===== config.mk =====
export PLATFORM = sky130hd
export DESIGN_NAME = rob_retire_ctrl
export DESIGN_NICKNAME = d
export VERILOG_FILES = /design/src/rtl/rob_pkg.sv /design/src/rtl/rob_idx_step.sv /design/src/rtl/rob_disp_gate.sv /design/src/rtl/rob_retire_pick.sv /design/src/rtl/rob_retire_ctrl.sv
export SDC_FILE = /design/constraint.sdc
export NUM_CORES = 1
export LEC_CHECK = 0
export ABC_AREA = 1
export ABC_CLOCK_PERIOD_IN_PS = 19000
export BUFFER_PORTS_ARGS = -buffer_cell sky130_fd_sc_hd__buf_4
export CAP_MARGIN = 25
export CORE_MARGIN = 3
export CORE_UTILIZATION = 45
export DETAILED_ROUTE_END_ITERATION = 8
export SLEW_MARGIN = 20
export SYNTH_ARGS = -nofsm -noshare
export SYNTH_HDL_FRONTEND = slang
export SYNTH_HIERARCHICAL = 1
export SYNTH_SLANG_ARGS = --single-unit

===== constraint.sdc =====
create_clock -name clk -period 19 [get_ports clk]
set_input_delay 1.9 -clock clk [delete_from_list [all_inputs] [get_ports clk]]
set_output_delay 1.9 -clock clk [all_outputs]
set_load 0.01 [all_outputs]

===== src/rtl/rob_pkg.sv =====
package rob_pkg;
    timeunit 1ns;
    timeprecision 1ps;

    // Occupancy state of one slot of the circular array.
    typedef enum logic [1:0] {
        SLOT_EMPTY = 2'd0,
        SLOT_BUSY  = 2'd1,
        SLOT_DONE  = 2'd2
    } slot_state_e;
endpackage


===== src/rtl/rob_idx_step.sv =====
// Advances a slot index by max(1, count), wrapping at the array size.
module rob_idx_step #(
    parameter int CAP = 8,
    localparam int SLOTS = 2 * CAP,
    localparam int IDX_W = $clog2(SLOTS),
    localparam int CNT_W = $clog2(CAP + 1)
) (
    input  logic [IDX_W-1:0] idx,
    input  logic [CNT_W-1:0] cnt,
    output logic [IDX_W-1:0] nxt
);
    timeunit 1ns;
    timeprecision 1ps;

    logic [IDX_W:0] sum;
    logic [CNT_W-1:0] stride;

    always_comb begin
        stride = (cnt == '0) ? CNT_W'(1) : cnt;
        sum    = {1'b0, idx} + (IDX_W + 1)'(stride);
        if (sum >= (IDX_W + 1)'(SLOTS)) begin
            sum = sum - (IDX_W + 1)'(SLOTS);
        end
        nxt = sum[IDX_W-1:0];
    end
endmodule


===== src/rtl/rob_disp_gate.sv =====
// Clamps the offered micro-op count and decides whether dispatch fits.
module rob_disp_gate #(
    parameter int CAP   = 8,
    parameter int UOP_W = 4,
    localparam int SLOTS  = 2 * CAP,
    localparam int CNT_W  = $clog2(CAP + 1),
    localparam int SCNT_W = $clog2(SLOTS + 1),
    localparam int CW     = (UOP_W > CNT_W) ? UOP_W : CNT_W
) (
    input  logic [UOP_W-1:0]  uops_raw,
    input  logic [CNT_W-1:0]  free_cnt,
    input  logic [SCNT_W-1:0] free_slots,
    output logic [CNT_W-1:0]  cnt_c,
    output logic [CNT_W-1:0]  stride,
    output logic              ready
);
    timeunit 1ns;
    timeprecision 1ps;

    logic [CW-1:0] raw_x;

    always_comb begin
        raw_x  = CW'(uops_raw);
        cnt_c  = (raw_x > CW'(CAP)) ? CNT_W'(CAP) : CNT_W'(raw_x);
        stride = (cnt_c == '0) ? CNT_W'(1) : cnt_c;
        ready  = (free_cnt >= cnt_c) && (free_slots >= SCNT_W'(stride));
    end
endmodule


===== src/rtl/rob_retire_pick.sv =====
// Chains up to LANES retirements along consecutive tokens from the head.
module rob_retire_pick
    import rob_pkg::*;
#(
    parameter int CAP   = 8,
    parameter int LANES = 4,
    localparam int SLOTS  = 2 * CAP,
    localparam int IDX_W  = $clog2(SLOTS),
    localparam int CNT_W  = $clog2(CAP + 1),
    localparam int SCNT_W = $clog2(SLOTS + 1),
    localparam int LIM_W  = $clog2(LANES + 1)
) (
    input  slot_state_e [SLOTS-1:0]            st,
    input  logic [SLOTS-1:0][CNT_W-1:0]        cnt,
    input  logic [IDX_W-1:0]                   rd,
    input  logic [LIM_W-1:0]                   limit,
    output logic [LANES-1:0]                   lane_ok,
    output logic [LANES-1:0][IDX_W-1:0]        lane_idx,
    output logic [LIM_W-1:0]                   count,
    output logic [IDX_W-1:0]                   rd_next,
    output logic [SCNT_W-1:0]                  sum_cnt,
    output logic [SCNT_W-1:0]                  sum_stride
);
    timeunit 1ns;
    timeprecision 1ps;

    logic [LIM_W-1:0]          lim_eff;
    logic [LANES:0][IDX_W-1:0] walk;
    logic [LANES:0]            chain;

    always_comb begin
        if ((limit == '0) || (limit > LIM_W'(LANES))) begin
            lim_eff = LIM_W'(LANES);
        end else begin
            lim_eff = limit;
        end
    end

    assign walk[0]  = rd;
    assign chain[0] = 1'b1;

    for (genvar k = 0; k < LANES; k++) begin : g_lane
        logic done_k;
        assign done_k      = (st[walk[k]] == SLOT_DONE);
        assign lane_ok[k]  = chain[k] && done_k && (LIM_W'(k) < lim_eff);
        assign chain[k+1]  = lane_ok[k];
        assign lane_idx[k] = walk[k];

        rob_idx_step #(.CAP(CAP)) u_step (
            .idx (walk[k]),
            .cnt (cnt[walk[k]]),
            .nxt (walk[k+1])
        );
    end

    always_comb begin
        count      = '0;
        rd_next    = rd;
        sum_cnt    = '0;
        sum_stride = '0;
        for (int k = 0; k < LANES; k++) begin
            if (lane_ok[k]) begin
                count      = count + LIM_W'(1);
                rd_next    = walk[k+1];
                sum_cnt    = sum_cnt + SCNT_W'(cnt[walk[k]]);
                sum_stride = sum_stride +
                             ((cnt[walk[k]] == '0) ? SCNT_W'(1) : SCNT_W'(cnt[walk[k]]));
            end
        end
    end
endmodule


===== src/rtl/rob_retire_ctrl.sv =====
module rob_retire_ctrl
    import rob_pkg::*;
#(
    parameter int CAP   = 8,
    parameter int LANES = 4,
    parameter int TAG_W = 8,
    parameter int UOP_W = 4,
    localparam int SLOTS  = 2 * CAP,
    localparam int IDX_W  = $clog2(SLOTS),
    localparam int CNT_W  = $clog2(CAP + 1),
    localparam int SCNT_W = $clog2(SLOTS + 1),
    localparam int LIM_W  = $clog2(LANES + 1)
) (
    input  logic                   clk,
    input  logic                   rst_n,
    input  logic                   disp_valid,
    input  logic [UOP_W-1:0]       disp_uops,
    input  logic [TAG_W-1:0]       disp_tag,
    output logic                   disp_ready,
    output logic [IDX_W-1:0]       disp_token,
    input  logic                   cmpl_valid,
    input  logic [IDX_W-1:0]       cmpl_token,
    output logic                   cmpl_err,
    input  logic [LIM_W-1:0]       ret_limit,
    output logic [LANES-1:0]       ret_valid,
    output logic [LIM_W-1:0]       ret_count,
    output logic [LANES*TAG_W-1:0] ret_tag,
    output logic [IDX_W-1:0]       head_token,
    output logic [IDX_W-1:0]       next_token,
    output logic [CNT_W-1:0]       free_entries
);
    timeunit 1ns;
    timeprecision 1ps;

    typedef struct packed {
        slot_state_e [SLOTS-1:0]     st;
        logic [SLOTS-1:0][CNT_W-1:0] cnt;
        logic [SLOTS-1:0][TAG_W-1:0] tag;
        logic [IDX_W-1:0]            wr;
        logic [IDX_W-1:0]            rd;
        logic [CNT_W-1:0]            free;
        logic [SCNT_W-1:0]           sfree;
        logic                        err;
    } state_t;

    state_t d, q;

    // Dispatch side
    logic [CNT_W-1:0] cnt_c;
    logic [CNT_W-1:0] stride_c;
    logic             fire;
    logic [IDX_W-1:0] wr_adv;

    rob_disp_gate #(.CAP(CAP), .UOP_W(UOP_W)) u_gate (
        .uops_raw   (disp_uops),
        .free_cnt   (q.free),
        .free_slots (q.sfree),
        .cnt_c      (cnt_c),
        .stride     (stride_c),
        .ready      (disp_ready)
    );

    rob_idx_step #(.CAP(CAP)) u_wstep (
        .idx (q.wr),
        .cnt (cnt_c),
        .nxt (wr_adv)
    );

    assign fire = disp_valid && disp_ready;

    // Retire side
    logic [LANES-1:0]            lane_ok;
    logic [LANES-1:0][IDX_W-1:0] lane_idx;
    logic [IDX_W-1:0]            rd_next;
    logic [SCNT_W-1:0]           sum_cnt;
    logic [SCNT_W-1:0]           sum_stride;

    rob_retire_pick #(.CAP(CAP), .LANES(LANES)) u_pick (
        .st         (q.st),
        .cnt        (q.cnt),
        .rd         (q.rd),
        .limit      (ret_limit),
        .lane_ok    (lane_ok),
        .lane_idx   (lane_idx),
        .count      (ret_count),
        .rd_next    (rd_next),
        .sum_cnt    (sum_cnt),
        .sum_stride (sum_stride)
    );

    // Look-ahead to the token after the head
    rob_idx_step #(.CAP(CAP)) u_peek (
        .idx (q.rd),
        .cnt (q.cnt[q.rd]),
        .nxt (next_token)
    );

    // Completion side
    logic tok_in_range;
    logic cmpl_hit;

    always_comb begin
        tok_in_range = ({1'b0, cmpl_token} < (IDX_W + 1)'(SLOTS));
        cmpl_hit     = cmpl_valid && tok_in_range && (q.st[cmpl_token] == SLOT_BUSY);
    end

    // Next-state
    always_comb begin
        d = q;

        for (int k = 0; k < LANES; k++) begin
            if (lane_ok[k]) begin
                d.st[lane_idx[k]]  = SLOT_EMPTY;
                d.cnt[lane_idx[k]] = '0;
                d.tag[lane_idx[k]] = '0;
            end
        end
        d.rd = rd_next;

        if (fire) begin
            d.st[q.wr]  = SLOT_BUSY;
            d.cnt[q.wr] = cnt_c;
            d.tag[q.wr] = disp_tag;
            d.wr        = wr_adv;
        end

        if (cmpl_hit) begin
            d.st[cmpl_token] = SLOT_DONE;
        end
        d.err = cmpl_valid && !cmpl_hit;

        d.free  = CNT_W'(SCNT_W'(q.free) - (fire ? SCNT_W'(cnt_c) : '0) + sum_cnt);
        d.sfree = q.sfree - (fire ? SCNT_W'(stride_c) : '0) + sum_stride;
    end

    always_ff @(posedge clk or negedge rst_n) begin
        if (!rst_n) begin
            q       <= '0;
            q.free  <= CNT_W'(CAP);
            q.sfree <= SCNT_W'(SLOTS);
        end else begin
            q <= d;
        end
    end

    // Outputs
    assign disp_token   = q.wr;
    assign cmpl_err     = q.err;
    assign head_token   = q.rd;
    assign free_entries = q.free;
    assign ret_valid    = lane_ok;

    for (genvar k = 0; k < LANES; k++) begin : g_tag_out
        assign ret_tag[k*TAG_W +: TAG_W] = lane_ok[k] ? q.tag[lane_idx[k]] : '0;
    end

    // Assertions
    a_r3_free_bound: assert property (@(posedge clk) disable iff (!rst_n)
        free_entries <= CNT_W'(CAP));

    a_r3_idle_hold: assert property (@(posedge clk) disable iff (!rst_n)
        (!(disp_valid && disp_ready) && (ret_count == '0)) |=> $stable(free_entries));

    a_r2_zero_uop_step: assert property (@(posedge clk) disable iff (!rst_n)
        (disp_valid && disp_ready && (disp_uops == '0)) |=>
        (disp_token == (($past(disp_token) == IDX_W'(SLOTS - 1)) ? '0
                                                                  : $past(disp_token) + 1'b1)));

    a_r6_double_done: assert property (@(posedge clk) disable iff (!rst_n)
        (cmpl_valid && tok_in_range && (q.st[cmpl_token] == SLOT_DONE)) |=> cmpl_err);

    a_r8_limit_cap: assert property (@(posedge clk) disable iff (!rst_n)
        (ret_limit != '0) |-> (ret_count <= ret_limit));

    a_r9_lanes_packed: assert property (@(posedge clk) disable iff (!rst_n)
        ((ret_valid & (ret_valid + LANES'(1))) == '0) &&
        ($countones(ret_valid) == int'(ret_count)));
endmodule


* Yosys cells after proc, flatten, opt, wreduce, memory -nomap -nowiden
Cells that the tools add are included.
** Operators by class
- Add/sub/neg operators :: 23
- Magnitude comparators :: 25
- Equality and inequality tests :: 5
- Mux-type cells :: 104
- Bitwise operators :: 30
- Reductions and logical operators :: 26
** Operators with widths (count)
- two-way mux 224 bit :: 4
- bitwise AND 128 bit :: 4
- NOT 128 bit :: 4
- bitwise AND 64 bit :: 4
- NOT 64 bit :: 4
- two-way mux 228 bit :: 1
- demux 8 bit (select 4 bit) :: 5
- two-way mux 4 bit :: 34
- bitwise AND 32 bit :: 4
- binary-select mux 8 bit (select 4 bit) :: 4
- bitwise mux 128 bit :: 1
- NOT 32 bit :: 4
- two-way mux 8 bit :: 13
- demux 4 bit (select 4 bit) :: 5
- binary-select mux 4 bit (select 4 bit) :: 4
- bitwise mux 64 bit :: 1
- demux 2 bit (select 4 bit) :: 6
- binary-select mux 2 bit (select 4 bit) :: 5
- bitwise AND 16 bit :: 2
- two-way mux 32 bit :: 1
- NOT 16 bit :: 2
- bitwise OR 16 bit :: 2
- less-than comparator 4 x 5 -> 1 bit (second input constant) :: 6
- adder 4 x 4 -> 5 bit :: 5
- other kinds (27) :: 88
** Storage, ports and cells
- Register bits :: 242
- Input bits :: 23

* Longest topological paths before layout
- Depth after elaboration :: 32
- Gate-level depth with buffers :: 59

* Hierarchy
Netlist, hierarchy kept.
** By module, submodules not included
- rob_retire_ctrl :: times used 1, cells an instance 2048, area an instance 15397.3 um2
- rob_retire_pick :: times used 1, cells an instance 993, area an instance 4951.0 um2
- rob_idx_step :: times used 6, cells an instance 22, area an instance 137.6 um2
- rob_disp_gate :: times used 1, cells an instance 52, area an instance 286.5 um2

* Worst setup path after synthesis
No wires, ideal clock.
- Path kind :: register -> register
- From :: register q, in the netlist head_token[1]
- To :: register q[5] (netlist bit)
- Data arrival time :: 10916 ps
- Required time :: 18915 ps
- Path slack :: 7998 ps
- Cell stages (with the launch flop) :: 52
- Path buffers :: 10
- Path through :: dfrtp_1 > buf_2 > buf_1 > o211ai_1 > nand3_1 > nand3_1 > nand2_1 > nor3_1 > or2_2 > ha_1 > fa_1 > buf_4 > clkbuf_1 > o21ai_0 > a21oi_1 > o221ai_1 > nand2_1 > nor3_1 > [... 16 more ...] > buf_1 > a21oi_1 > o21ai_0 > nand3_1 > nand3_1 > nand2_1 > o31ai_1 > ha_1 > inv_1 > fa_1 > or2_0 > nand2_1 > inv_1 > fa_1 > fa_1 > o21ai_0 > a21oi_1 > xor2_1
** RTL lines
- from (decl) :: line rob_retire_ctrl.sv:46 : state_t d, q;

==> flow_results.org <==
** CTS
- CTS hold repair buffers :: 0
- Insertion delay to the later sink of the worst-skew pair :: 600 ps
- Number of buffers created by CTS :: 30
- H-tree level count :: 1
- CTS clock-pin slew for the worst setup and hold paths :: 60 ps
- Post-CTS repair timing setup buffer count :: 0
- Clock net sink count :: 242
- The tree is rooted in a clkbuf_16.
- TritonCTS clock tree :: yes
- Buffer levels on the longest clock path :: 3
- Number of resized instances in the post-cts repair step :: 0

** Route
- Post-DR vias/cell :: 6.354
- The detailed router placed 23930 vias in this run.
- Post-detailed-routing wire length :: 96.12 mm
- Post-detailed-route DRC marker count :: 6
- Dividing the detail-routed wire length by the instance count gives 25.52 µm.
- For this run, the detailed router's first-pass iteration total came to 9.
- Starting DRT DRC Count :: 3996
- Post-detailed-route count of antenna-violating nets :: 0

** Floorplan
- FP Rows :: 79
- The die is 223.9 µm wide.
- After floorplanning, the core was sized to cover 0.04675 mm².
- Once the floorplan was initialized, standard cells occupied 45.71% of the core.
- 80 I/O pins were placed.
- Total Die Area :: 0.05015 mm²
- The floorplan step set the die height to 223.9 µm.

** Run status
- The flow ran to the end, but the final reports show violations.
- Violations in the final reports :: design-rule violations

** Worst setup path
- In this run the critical register-to-register path is captured at q[5].
- The most critical setup path has its startpoint at head_token[1].
- Data on the critical path is required at its endpoint by 17100 ps.
- The number of buffers and inverters on the critical path is 11.
- Crit-path most repeated cell :: buf_4
- Data arrives at the worst endpoint at 12120 ps.
- The worst setup path is of the reg -> out kind.
- The worst register-to-register path has a depth of 51.
- Slack of the worst reg-to-reg path :: 5590 ps
- Along the worst path, the maximum fanout reaches 48.
- In this run the critical register-to-register path is launched from head_token[1].
- CP Launch Type :: register
- Type of element capturing the critical path :: output pin
- Kind of cell adding the most delay to the critical path :: buffers and inverters
- On the critical path, the stage with the largest delay is an instance of o21ai_0.
- Critical path's largest stage delay :: 860 ps

** Global route
- Initial antenna violation count :: 2
- The total overflow left after global routing is 0.
- Entering global routing, the biggest net connects 141 pins.
- Vias in the first global route :: 22040
- Global routing used 37.24% of the available tracks.
- Wire length of the first global-routing pass :: 143.2 mm

** Place
- Input and output buffers added on the ports amount to 79.
- Detailed placement finished with a half-perimeter wire length of 67.22 mm.
- At the end of routability-driven placement, the weighted congestion stood at 1.017.

** STA
- The final critical path takes up 73.81% of the cycle.
- Final number of hold-violating endpoints :: 0
- Timing-limited maximum frequency :: 71.30 MHz
- Summed over all failing endpoints, the final setup total negative slack is 0 ps.
- Setup repair after global routing left no endpoint under its margin.
- Final-report max-slew violation count :: 0
- For the pin with the worst max-slew slack, the measured transition is 1088 ps.
- Number of setup violations in the final report :: 0
- Minimum clock period :: 14020 ps
- Post-Route Hold Slack :: 510.6 ps
- Relative slew slack :: 26.69%
- Skew final :: 46.61 ps

** Final layout
- After the last flow step, the layout net total stands at 3244.
- Proportion of layout cells with a drive suffix above 1 :: 8.703%
- Layout area overhead :: 7.704%
- Number of antenna cells inserted :: 0
- Fill cell instance count of the final layout :: 4784

** Min path
- Min-Delay Path Depth :: 1
- Min-Delay Endpoint :: q[1]
- Hold WC Path Type :: reg -> reg
- Source of the worst hold timing path :: q[1]

** Yosys
- After technology mapping, the gate count stands at 3206.
- For this run, the number of Yosys warnings is 6.
- Avg Cell Area, Syn :: 6.667 µm²
- After synthesis the cells add up to 0.02137 mm².
- The number of nets handed over by synthesis was 3311.

** Job
- The tool flagged a number of max-cap violations equal to 0.
## layout by cell type, fill, tap and decap left out, drive strengths merged, types with 4 or more instances in the layout
cell type / n
a21oi: 152
a22oi: 256
and2: 18
buf: 126
bufinv: 4
clkbuf: 39
clkinv: 11
dfrtp: 240
fa: 19
ha: 63
inv: 284
mux2i: 16
nand2: 784
nand3: 469
nand4: 12
nor2: 209
nor3: 7
o211ai: 24
o21ai: 364
or2: 19
xnor2: 6
xor2: 22
## state kept, by name (all words and copies together), names as in the netlist
name,cells
cmpl_err,1
disp_token,4
q,229
head_token,4
free_entries,4
## how the worst max path moves through the flow
stage | to | cells after the start | slack, ps
finish | ret_tag[25] | 43 | 4980
global route | ret_tag[25] | 41 | 4320
CTS | ret_tag[29] | 43 | 5280
detailed placement | ret_tag[29] | 43 | 5890
global placement | ret_tag[25] | 42 | 6120
floorplan | q[5] | 51 | 8000
## worst register-to-register path: cells and delay by family, from the launching register on
family	cells	cell delay, ps
buffers and inverters	11	3930
AOI/OAI and AO/OA	12	2620
and+or+nand+nor	18	2970
DFF	1	340
xor gates and xnor gates	1	180
adders and majority gates	9	3290
## cell type report
type	instances	area [µm²]	area share, %
multi-input cells	2452	13120	57.01
flip-flops and latches	242	6063	26.34
inverters	287	1090	4.734
repair buffers	126	965.9	4.196
clock buffers	39	824.5	3.582
well taps	607	759.5	3.299
clock inverters	14	193.9	0.8425
## metal layers
layer | GRT usage [%] | share of wire [%] | up-vias
met2 | 53.04 | 40 | 1682
met3 | 10.20 | 13 | 288
met1 | 54.77 | 43 | 11240
met4 | 11.37 | 3.7 | 0
met5 | 0 | 0 | -
li1 | - | - | 10720
## stage by stage
stage / instance area [µm²] / utilization [%] / instances / worst slack [ps]
2_1_floorplan: 21370 / - / 3206 / 7998
3_3_place_gp: 21970 / 46.99 / 3710 / 6116
3_5_place_dp: 21990 / 47.04 / 3713 / 5894
4_1_cts: 23010 / 49.22 / 3766 / 5281
5_1_grt: 23020 / 49.24 / 3767 / 4319
6_report: 23020 / 49.24 / 3767 / 4976
Power is not shown: default switching activity piles up to over one toggle a cycle in this logic, so the estimate is an artifact.
